==> config.mk <==
export PLATFORM = sky130hd
export DESIGN_NAME = evt_glitch_filter
export DESIGN_NICKNAME = d
export VERILOG_FILES = /design/src/rtl/evt_filt_pkg.sv /design/src/rtl/evt_sync.sv /design/src/rtl/evt_settle.sv /design/src/rtl/evt_glitch_filter.sv
export SDC_FILE = /design/constraint.sdc
export NUM_CORES = 1
export LEC_CHECK = 0
export ABC_AREA = 1
export BUFFER_PORTS_ARGS = -buffer_cell sky130_fd_sc_hd__buf_2
export CAP_MARGIN = 0
export CORE_AREA = 4 4 41 43
export DETAILED_ROUTE_END_ITERATION = 8
export DIE_AREA = 0 0 45 47
export PLACE_DENSITY_LB_ADDON = 0.3
export SYNTH_ARGS = -nofsm -noshare
export SYNTH_HDL_FRONTEND = slang
export SYNTH_SLANG_ARGS = --single-unit
==> constraint.sdc <==
create_clock -name clk -period 0.87 [get_ports clk]
set_input_delay 0.087 -clock clk [delete_from_list [all_inputs] [get_ports clk]]
set_output_delay 0.087 -clock clk [all_outputs]
set_load 0.01 [all_outputs]
==> src/rtl/evt_filt_pkg.sv <==
package evt_filt_pkg;
  localparam int unsigned DEF_SYNC_STAGES  = 2;
  localparam int unsigned DEF_ACCEPT_EDGES = 2;

  function automatic int unsigned cnt_width(input int unsigned edges);
    return (edges > 1) ? $clog2(edges) : 1;
  endfunction
endpackage

==> src/rtl/evt_sync.sv <==
module evt_sync #(
  parameter int unsigned STAGES = evt_filt_pkg::DEF_SYNC_STAGES,
  parameter bit          IDLE   = 1'b1
) (
  input  logic clk,
  input  logic rst_n,
  input  logic d_in,
  output logic q_out
);
  logic [STAGES-1:0] chain;

  generate
    for (genvar g = 0; g < STAGES; g++) begin : g_stage
      if (g == 0) begin : g_first
        always_ff @(posedge clk or negedge rst_n) begin
          if (!rst_n) chain[0] <= IDLE;
          else        chain[0] <= d_in;
        end
      end else begin : g_next
        always_ff @(posedge clk or negedge rst_n) begin
          if (!rst_n) chain[g] <= IDLE;
          else        chain[g] <= chain[g-1];
        end
      end
    end
  endgenerate

  assign q_out = chain[STAGES-1];
endmodule

==> src/rtl/evt_settle.sv <==
module evt_settle #(
  parameter int unsigned ACCEPT_EDGES = evt_filt_pkg::DEF_ACCEPT_EDGES
) (
  input  logic clk,
  input  logic rst_n,
  input  logic tick,
  input  logic lvl_in,
  output logic held
);
  localparam int unsigned CNT_W = evt_filt_pkg::cnt_width(ACCEPT_EDGES);
  localparam logic [CNT_W-1:0] LAST = CNT_W'(ACCEPT_EDGES - 1);

  logic [CNT_W-1:0] cnt;

  always_ff @(posedge clk or negedge rst_n) begin
    if (!rst_n) begin
      held <= 1'b1;
      cnt  <= '0;
    end else if (lvl_in == held) begin
      cnt <= '0;
    end else if (tick) begin
      if (cnt == LAST) begin
        held <= lvl_in;
        cnt  <= '0;
      end else begin
        cnt <= cnt + 1'b1;
      end
    end
  end

  AST_NO_TICK_NO_MOVE: assert property (@(posedge clk) disable iff (!rst_n)
    !tick |=> $stable(held));
  AST_MOVE_AFTER_FULL_COUNT: assert property (@(posedge clk) disable iff (!rst_n)
    !$stable(held) |-> ($past(cnt) == LAST));
  AST_MATCH_CLEARS_COUNT: assert property (@(posedge clk) disable iff (!rst_n)
    (lvl_in == held) |=> (cnt == '0));
endmodule

==> src/rtl/evt_glitch_filter.sv <==
module evt_glitch_filter #(
  parameter int unsigned SYNC_STAGES  = evt_filt_pkg::DEF_SYNC_STAGES,
  parameter int unsigned ACCEPT_EDGES = evt_filt_pkg::DEF_ACCEPT_EDGES
) (
  input  logic clk,
  input  logic rst_n,
  input  logic samp_fall,
  input  logic raw_in,
  input  logic filt_en,
  input  logic evt_mode,
  output logic filt_out
);
  logic sync_lvl;
  logic settled_lvl;
  logic filt_sel;

  evt_sync #(.STAGES(SYNC_STAGES), .IDLE(1'b1)) u_sync (
    .clk   (clk),
    .rst_n (rst_n),
    .d_in  (raw_in),
    .q_out (sync_lvl)
  );

  evt_settle #(.ACCEPT_EDGES(ACCEPT_EDGES)) u_settle (
    .clk    (clk),
    .rst_n  (rst_n),
    .tick   (samp_fall),
    .lvl_in (sync_lvl),
    .held   (settled_lvl)
  );

  assign filt_sel = filt_en & evt_mode;
  assign filt_out = filt_sel ? settled_lvl : sync_lvl;

  AST_RESET_IDLE_HIGH: assert property (@(posedge clk)
    !rst_n |=> filt_out);
  AST_FILTERED_WAITS_TICK: assert property (@(posedge clk) disable iff (!rst_n)
    (filt_sel && $past(filt_sel) && !$past(samp_fall)) |-> $stable(filt_out));
endmodule

Word-level counts from Yosys, hierarchy flattened
Index checks and enable logic that the tools add are counted.
Widths: inputs -> output; s select.
{"block": "totals", "reg_bits": 4, "latchBits": 0, "ram_bits": 0, "romBits": 0, "inputBits": 6, "out_inout_bits": 1, "word_cells": 14, "n_memories": 0}
{"block": "classes", "add_sub_neg": 1, "multipliers": 0, "div": 0, "magnitude_cmp": 0, "eq_ne": 1, "shift": 0, "muxes": 4, "n_bitwise": 2, "reduce_logical": 2}
{"cell": "$mux 1", "n": 4}
{"cell": "$reduce_and 3->1", "n": 1}
{"cell": "$reduce_bool 2->1", "n": 1}
{"cell": "$add 1x1->1 const B", "n": 1}
{"cell": "$and 1x1->1", "n": 1}
{"cell": "$eq 1x1->1", "n": 1}
{"cell": "$not 1->1", "n": 1}

Longest topological paths before layout
{"block": "logic_depth", "ltp_word": 4, "depth_mapped": 4}

Hierarchy
A second synthesis with hierarchy kept.
{"block": "hier_totals", "hier_cells": 21, "area_unflattened_um2": 170.2}
{"module": "evt_settle", "n_inst": 1, "cells_each": 15, "area_per_inst_um2": 101.3}
{"module": "evt_sync", "n_inst": 1, "cells_each": 2, "area_per_inst_um2": 52.6}
{"module": "evt_glitch_filter", "n_inst": 1, "cells_each": 4, "area_per_inst_um2": 16.3}

Least setup slack after synthesis
No wires, ideal clock.
{"block": "synth_timing", "path_kind": "reg-to-output", "start": "reg u_settle.held", "end": "out filt_out", "arrival_ns": 0.845, "required_time_ns": 0.783, "path_slack_ns": -0.062, "path_stages_with_launch": 3, "cell_sequence": "dfstp_2 > inv_1 > o21ai_0"}
{"block": "synth_between", "elab_chain_cells": 1}
{"element": "start, declared", "line": "evt_settle.sv:8", "text": "output logic held"}
{"element": "start signal, assigned", "line": "evt_settle.sv:23", "text": "held <= lvl_in;"}
{"element": "$mux 1", "line": "evt_glitch_filter.sv:33", "text": "assign filt_out = filt_sel ? settled_lvl : sync_lvl;"}
{"element": "end, declared", "line": "evt_glitch_filter.sv:11", "text": "output logic filt_out"}
No other way between the ends.

Worst setup path in the final report
Same ends and word-level chain as after synthesis.

==> flow_summary.html <==
<table>
<tr><th>Metric</th><th>Value</th></tr>
<tr><th colspan="2">Clock tree</th></tr>
<tr><td>Total CTS buffers</td><td>3</td></tr>
<tr><td>Sinks on the clock net</td><td>4</td></tr>
<tr><td>TritonCTS clock tree</td><td>built</td></tr>
<tr><td>Clock insertion delay at the later pin of the skew report</td><td>0.23 ns</td></tr>
<tr><td>Clock transition at the registers of the reported paths</td><td>0.04 ns</td></tr>
<tr><td>Cell at the root of the clock tree</td><td>clkbuf_4</td></tr>
<tr><td>CTS H-Tree Depth</td><td>1</td></tr>
<tr><td>Clock Path Buffers</td><td>2</td></tr>
<tr><th colspan="2">Floorplanning</th></tr>
<tr><td>Overall die area</td><td>0.00212 mm2</td></tr>
<tr><td>Die height</td><td>47 um</td></tr>
<tr><td>Initial core utilization</td><td>0.128</td></tr>
<tr><td>Placement row count</td><td>13</td></tr>
<tr><td>Core region area</td><td>0.00130 mm2</td></tr>
<tr><td>Chip Width</td><td>45 um</td></tr>
<tr><td># IOs</td><td>7</td></tr>
<tr><th colspan="2">STA</th></tr>
<tr><td>Worst hold margin</td><td>0.122 ns</td></tr>
<tr><td>Count of endpoints failing setup in the final report</td><td>2</td></tr>
<tr><td>Time the final worst path needs with I/O delays and setup</td><td>1.12 ns</td></tr>
<tr><td>Max-slew violation count</td><td>0</td></tr>
<tr><td>Slack of the critical path</td><td>-0.253 ns</td></tr>
<tr><td>RSZ-0062 raised after global routing</td><td>true</td></tr>
<tr><td>Headroom to the max-slew limit</td><td>0.926</td></tr>
<tr><td>Actual transition at the worst max-transition pin</td><td>0.111 ns</td></tr>
<tr><td>Period Utilization, post-route</td><td>1.29</td></tr>
<tr><td>Clock skew after layout</td><td>0.00282 ns</td></tr>
<tr><td>Final hold violation count</td><td>0</td></tr>
<tr><td>F_max</td><td>0.891 GHz</td></tr>
<tr><th colspan="2">Cells and area</th></tr>
<tr><td>Final antenna diode count</td><td>0</td></tr>
<tr><td>Share of post-route cells with drive strength above 1</td><td>0.545</td></tr>
<tr><td>Total Nets Final</td><td>40</td></tr>
<tr><td>Area growth from synthesis to final layout</td><td>68.4%</td></tr>
<tr><td>Final Non-Filler Cells</td><td>48</td></tr>
<tr><th colspan="2">Detailed routing</th></tr>
<tr><td>Post-DR vias/cell</td><td>3.33</td></tr>
<tr><td>Starting DRT DRC Count</td><td>0</td></tr>
<tr><td>ANT nets after route</td><td>0</td></tr>
<tr><td>Via Count</td><td>160</td></tr>
<tr><td>DR DRC count</td><td>0</td></tr>
<tr><td>Final Routed Wirelength</td><td>351 um</td></tr>
<tr><td>Routed len/inst</td><td>7.31 um</td></tr>
<tr><td>Detailed-router iteration count before antenna repair</td><td>1</td></tr>
<tr><th colspan="2">Synthesis</th></tr>
<tr><td>Simple logic cell fraction of the synthesized area</td><td>0.226</td></tr>
<tr><td>Cell type contributing the most total cell area after synthesis</td><td>dfstp_2</td></tr>
<tr><td>Cell types occupying the most area after synthesis</td><td>dfstp_2 (47%), nand2_1 (20%), dfrtp_1 (15%), inv_1 (9.0%), o21ai_0 (6.0%)</td></tr>
<tr><td>Portion of netlist area occupied by mux cells</td><td>0</td></tr>
<tr><td>Count of warnings emitted by yosys</td><td>0</td></tr>
<tr><td>Number of synthesized flops with an enable pin</td><td>0</td></tr>
<tr><td>Most numerous cell in the Yosys netlist</td><td>nand2_1</td></tr>
<tr><td>Share of the synthesized area in compound gates (AO/OA/AOI/OAI)</td><td>0.0602</td></tr>
<tr><td>Mapped Cells</td><td>20</td></tr>
<tr><td>FF+latch count, synth</td><td>4</td></tr>
<tr><td>Synthesized net count</td><td>26</td></tr>
<tr><td>Post-synthesis share of cell area spent on xor and xnor gates</td><td>0</td></tr>
<tr><td>Sequential area share after synthesis</td><td>0.624</td></tr>
<tr><td>Fraction of the mapped netlist area in adder cells</td><td>0</td></tr>
<tr><td>Number of distinct library cell variants in the gate-level netlist after synthesis</td><td>6</td></tr>
<tr><td>Post-synthesis average cell area</td><td>8.32 um2</td></tr>
<tr><td>Main combinational cell family by area after synthesis</td><td>simple AND/OR/NAND/NOR gates</td></tr>
<tr><td>Yosys top cell area share</td><td>0.474</td></tr>
<tr><td>Most common library cells after synthesis</td><td>nand2_1 (9), inv_1 (4), dfstp_2 (3)</td></tr>
<tr><td>Share of synthesized registers carrying an async set or reset</td><td>1.00</td></tr>
<tr><td>Predominant post-synthesis flop cell</td><td>dfstp_2</td></tr>
<tr><td>Synth Cell Area</td><td>166 um2</td></tr>
<tr><th colspan="2">Worst setup path</th></tr>
<tr><td>Master of the slowest instance on the critical path</td><td>dfstp_2</td></tr>
<tr><td>CP max stage delay</td><td>0.54 ns</td></tr>
<tr><td>Worst path required time</td><td>0.78 ns</td></tr>
<tr><td>Arrival time reported for the critical path endpoint</td><td>1.04 ns</td></tr>
<tr><td>Largest fanout on the critical path</td><td>3</td></tr>
<tr><td>Cell breakdown of the critical path</td><td>inv_2 -&gt; o21ai_2 -&gt; buf_2</td></tr>
<tr><td>Worst setup path class</td><td>register to output port</td></tr>
<tr><td>Startpoint type of the worst setup path</td><td>register</td></tr>
<tr><td>Crit path capture type</td><td>output port</td></tr>
<tr><th colspan="2">Outcome</th></tr>
<tr><td>Outcome</td><td>finished, violations left</td></tr>
<tr><td>Violations in the final reports</td><td>setup timing</td></tr>
<tr><th colspan="2">Global route</th></tr>
<tr><td>Remaining global-route overflow</td><td>0</td></tr>
<tr><td>First-pass GRT wire length</td><td>627 um</td></tr>
<tr><td>GR Util All Layers</td><td>0.0452</td></tr>
<tr><td>Vias in the first global route</td><td>161</td></tr>
<tr><td>Pin count of the biggest net entering global routing</td><td>5</td></tr>
<tr><td>Number of antenna violations at the first check in global routing</td><td>0</td></tr>
<tr><th colspan="2">Placement</th></tr>
<tr><td>Number of buffer cells added on primary ports</td><td>6</td></tr>
<tr><td>Placed insts</td><td>41</td></tr>
<tr><td>Final Wtd Congestion</td><td>0.538</td></tr>
<tr><th colspan="2">Pwr</th></tr>
<tr><td>Max IR drop VDD</td><td>0.000677 V</td></tr>
<tr><td>Ratio of total power to cell area</td><td>2600 mW/mm2</td></tr>
<tr><td>Leakage power total</td><td>0.144 nW</td></tr>
<tr><th colspan="2">Min path</th></tr>
<tr><td>Type of the most critical hold path</td><td>input port to register</td></tr>
<tr><th colspan="2">Flow run</th></tr>
<tr><td>Number of max-capacitance violations reported</td><td>0</td></tr>
</table>
==> layer usage <==
metal / track usage / share of wire / vias to the layer above
met5: 0 / 0 / -
met4: 0.0526 / 0 / 0
met3: 0.0268 / 0.14 / 0
met2: 0.0621 / 0.51 / 7
met1: 0.0437 / 0.35 / 69
li1: - / - / 84
==> sequential cells by signal, indices dropped and copies added, names as in the netlist <==
name           flops
u_settle.cnt       1
u_settle.held      1
u_sync.chain       1
u_sync.q_out       1
==> path summary, 6_finish.rpt <==
kind | from | to | cells after the start | slack, ns
max | u_settle.held | filt_out | 3 | -0.25
min | samp_fall | u_settle.held | 3 | 0.12
max reg2reg | u_settle.held | u_settle.cnt | 5 | -0.09
min reg2reg | u_sync.chain[0] | u_sync.q_out | 0 | 0.35
max in group asynchronous | rst_n | u_settle.held | 2 | 0.48
min in group asynchronous | rst_n | u_settle.cnt | 2 | 0.18
==> cell usage in the layout (no fill, tap or decap) <==
cell type,count
nand2_1,7
buf_2,6
inv_1,3
clkbuf_4,3
dfstp_2,3
nand2_2,2
dlygate4sd3_1,2
inv_2,1
nor2_2,1
o21ai_1,1
o21ai_2,1
clkbuf_1,1
buf_4,1
dfrtp_1,1
==> through the flow <==
step                      setup slack (ns)   util  TNS (ns)  area [um2]  total power [mW]
after global placement             -0.0331  0.165   -0.0331         215             0.400
after global routing                -0.319  0.215    -0.480         280             0.802
after floorplan                     0.0182      -         0         166             0.362
after CTS                           -0.278  0.207    -0.385         269             0.724
final                               -0.253  0.215    -0.344         280             0.728
after detailed placement           -0.0407  0.165   -0.0407         215             0.405
==> area by class of cell <==
type	instances	area, um2
well taps	15	18.8
multi-input cells	12	58.8
clock buffers	4	26.3
inverters	4	15.0
repair buffers	9	57.6
flip-flops and latches	4	104
fillers	158	1020
==> cells by family (layout without fill, tap and decap cells) <==
kind of cell | Yosys count | count (layout)
simple gates | 10 | 10
buf+inv | 4 | 17
flops | 4 | 4
compound gates | 2 | 2
==> worst max-delay path, delay by kind of cell, from the launching register on <==
family	cells	cell delay, ns
buffers and inverters	2	0.17
DFF	1	0.54
AOI/OAI and AO/OA	1	0.09
==> where the power goes <==
group / internal (mW) / switching [mW] / total [mW]
Sequential: 0.253 / 0.0307 / 0.283
Clock: 0.173 / 0.0826 / 0.255
Combinational: 0.0949 / 0.0947 / 0.190
Total: 0.520 / 0.208 / 0.728
==> what timing repair did <==
| item | CTS | global route |
|---|---|---|
| resized for setup | 1 | 5 |
| pin swaps | 2 | 2 |
| buffers inserted | 1 | 0 |
| hold buffers | 2 | 0 |
| hold endpoints to repair | 5 | 0 |
| endpoints found under the setup margin | 2 | 3 |
(Power assumes the default switching activity.)
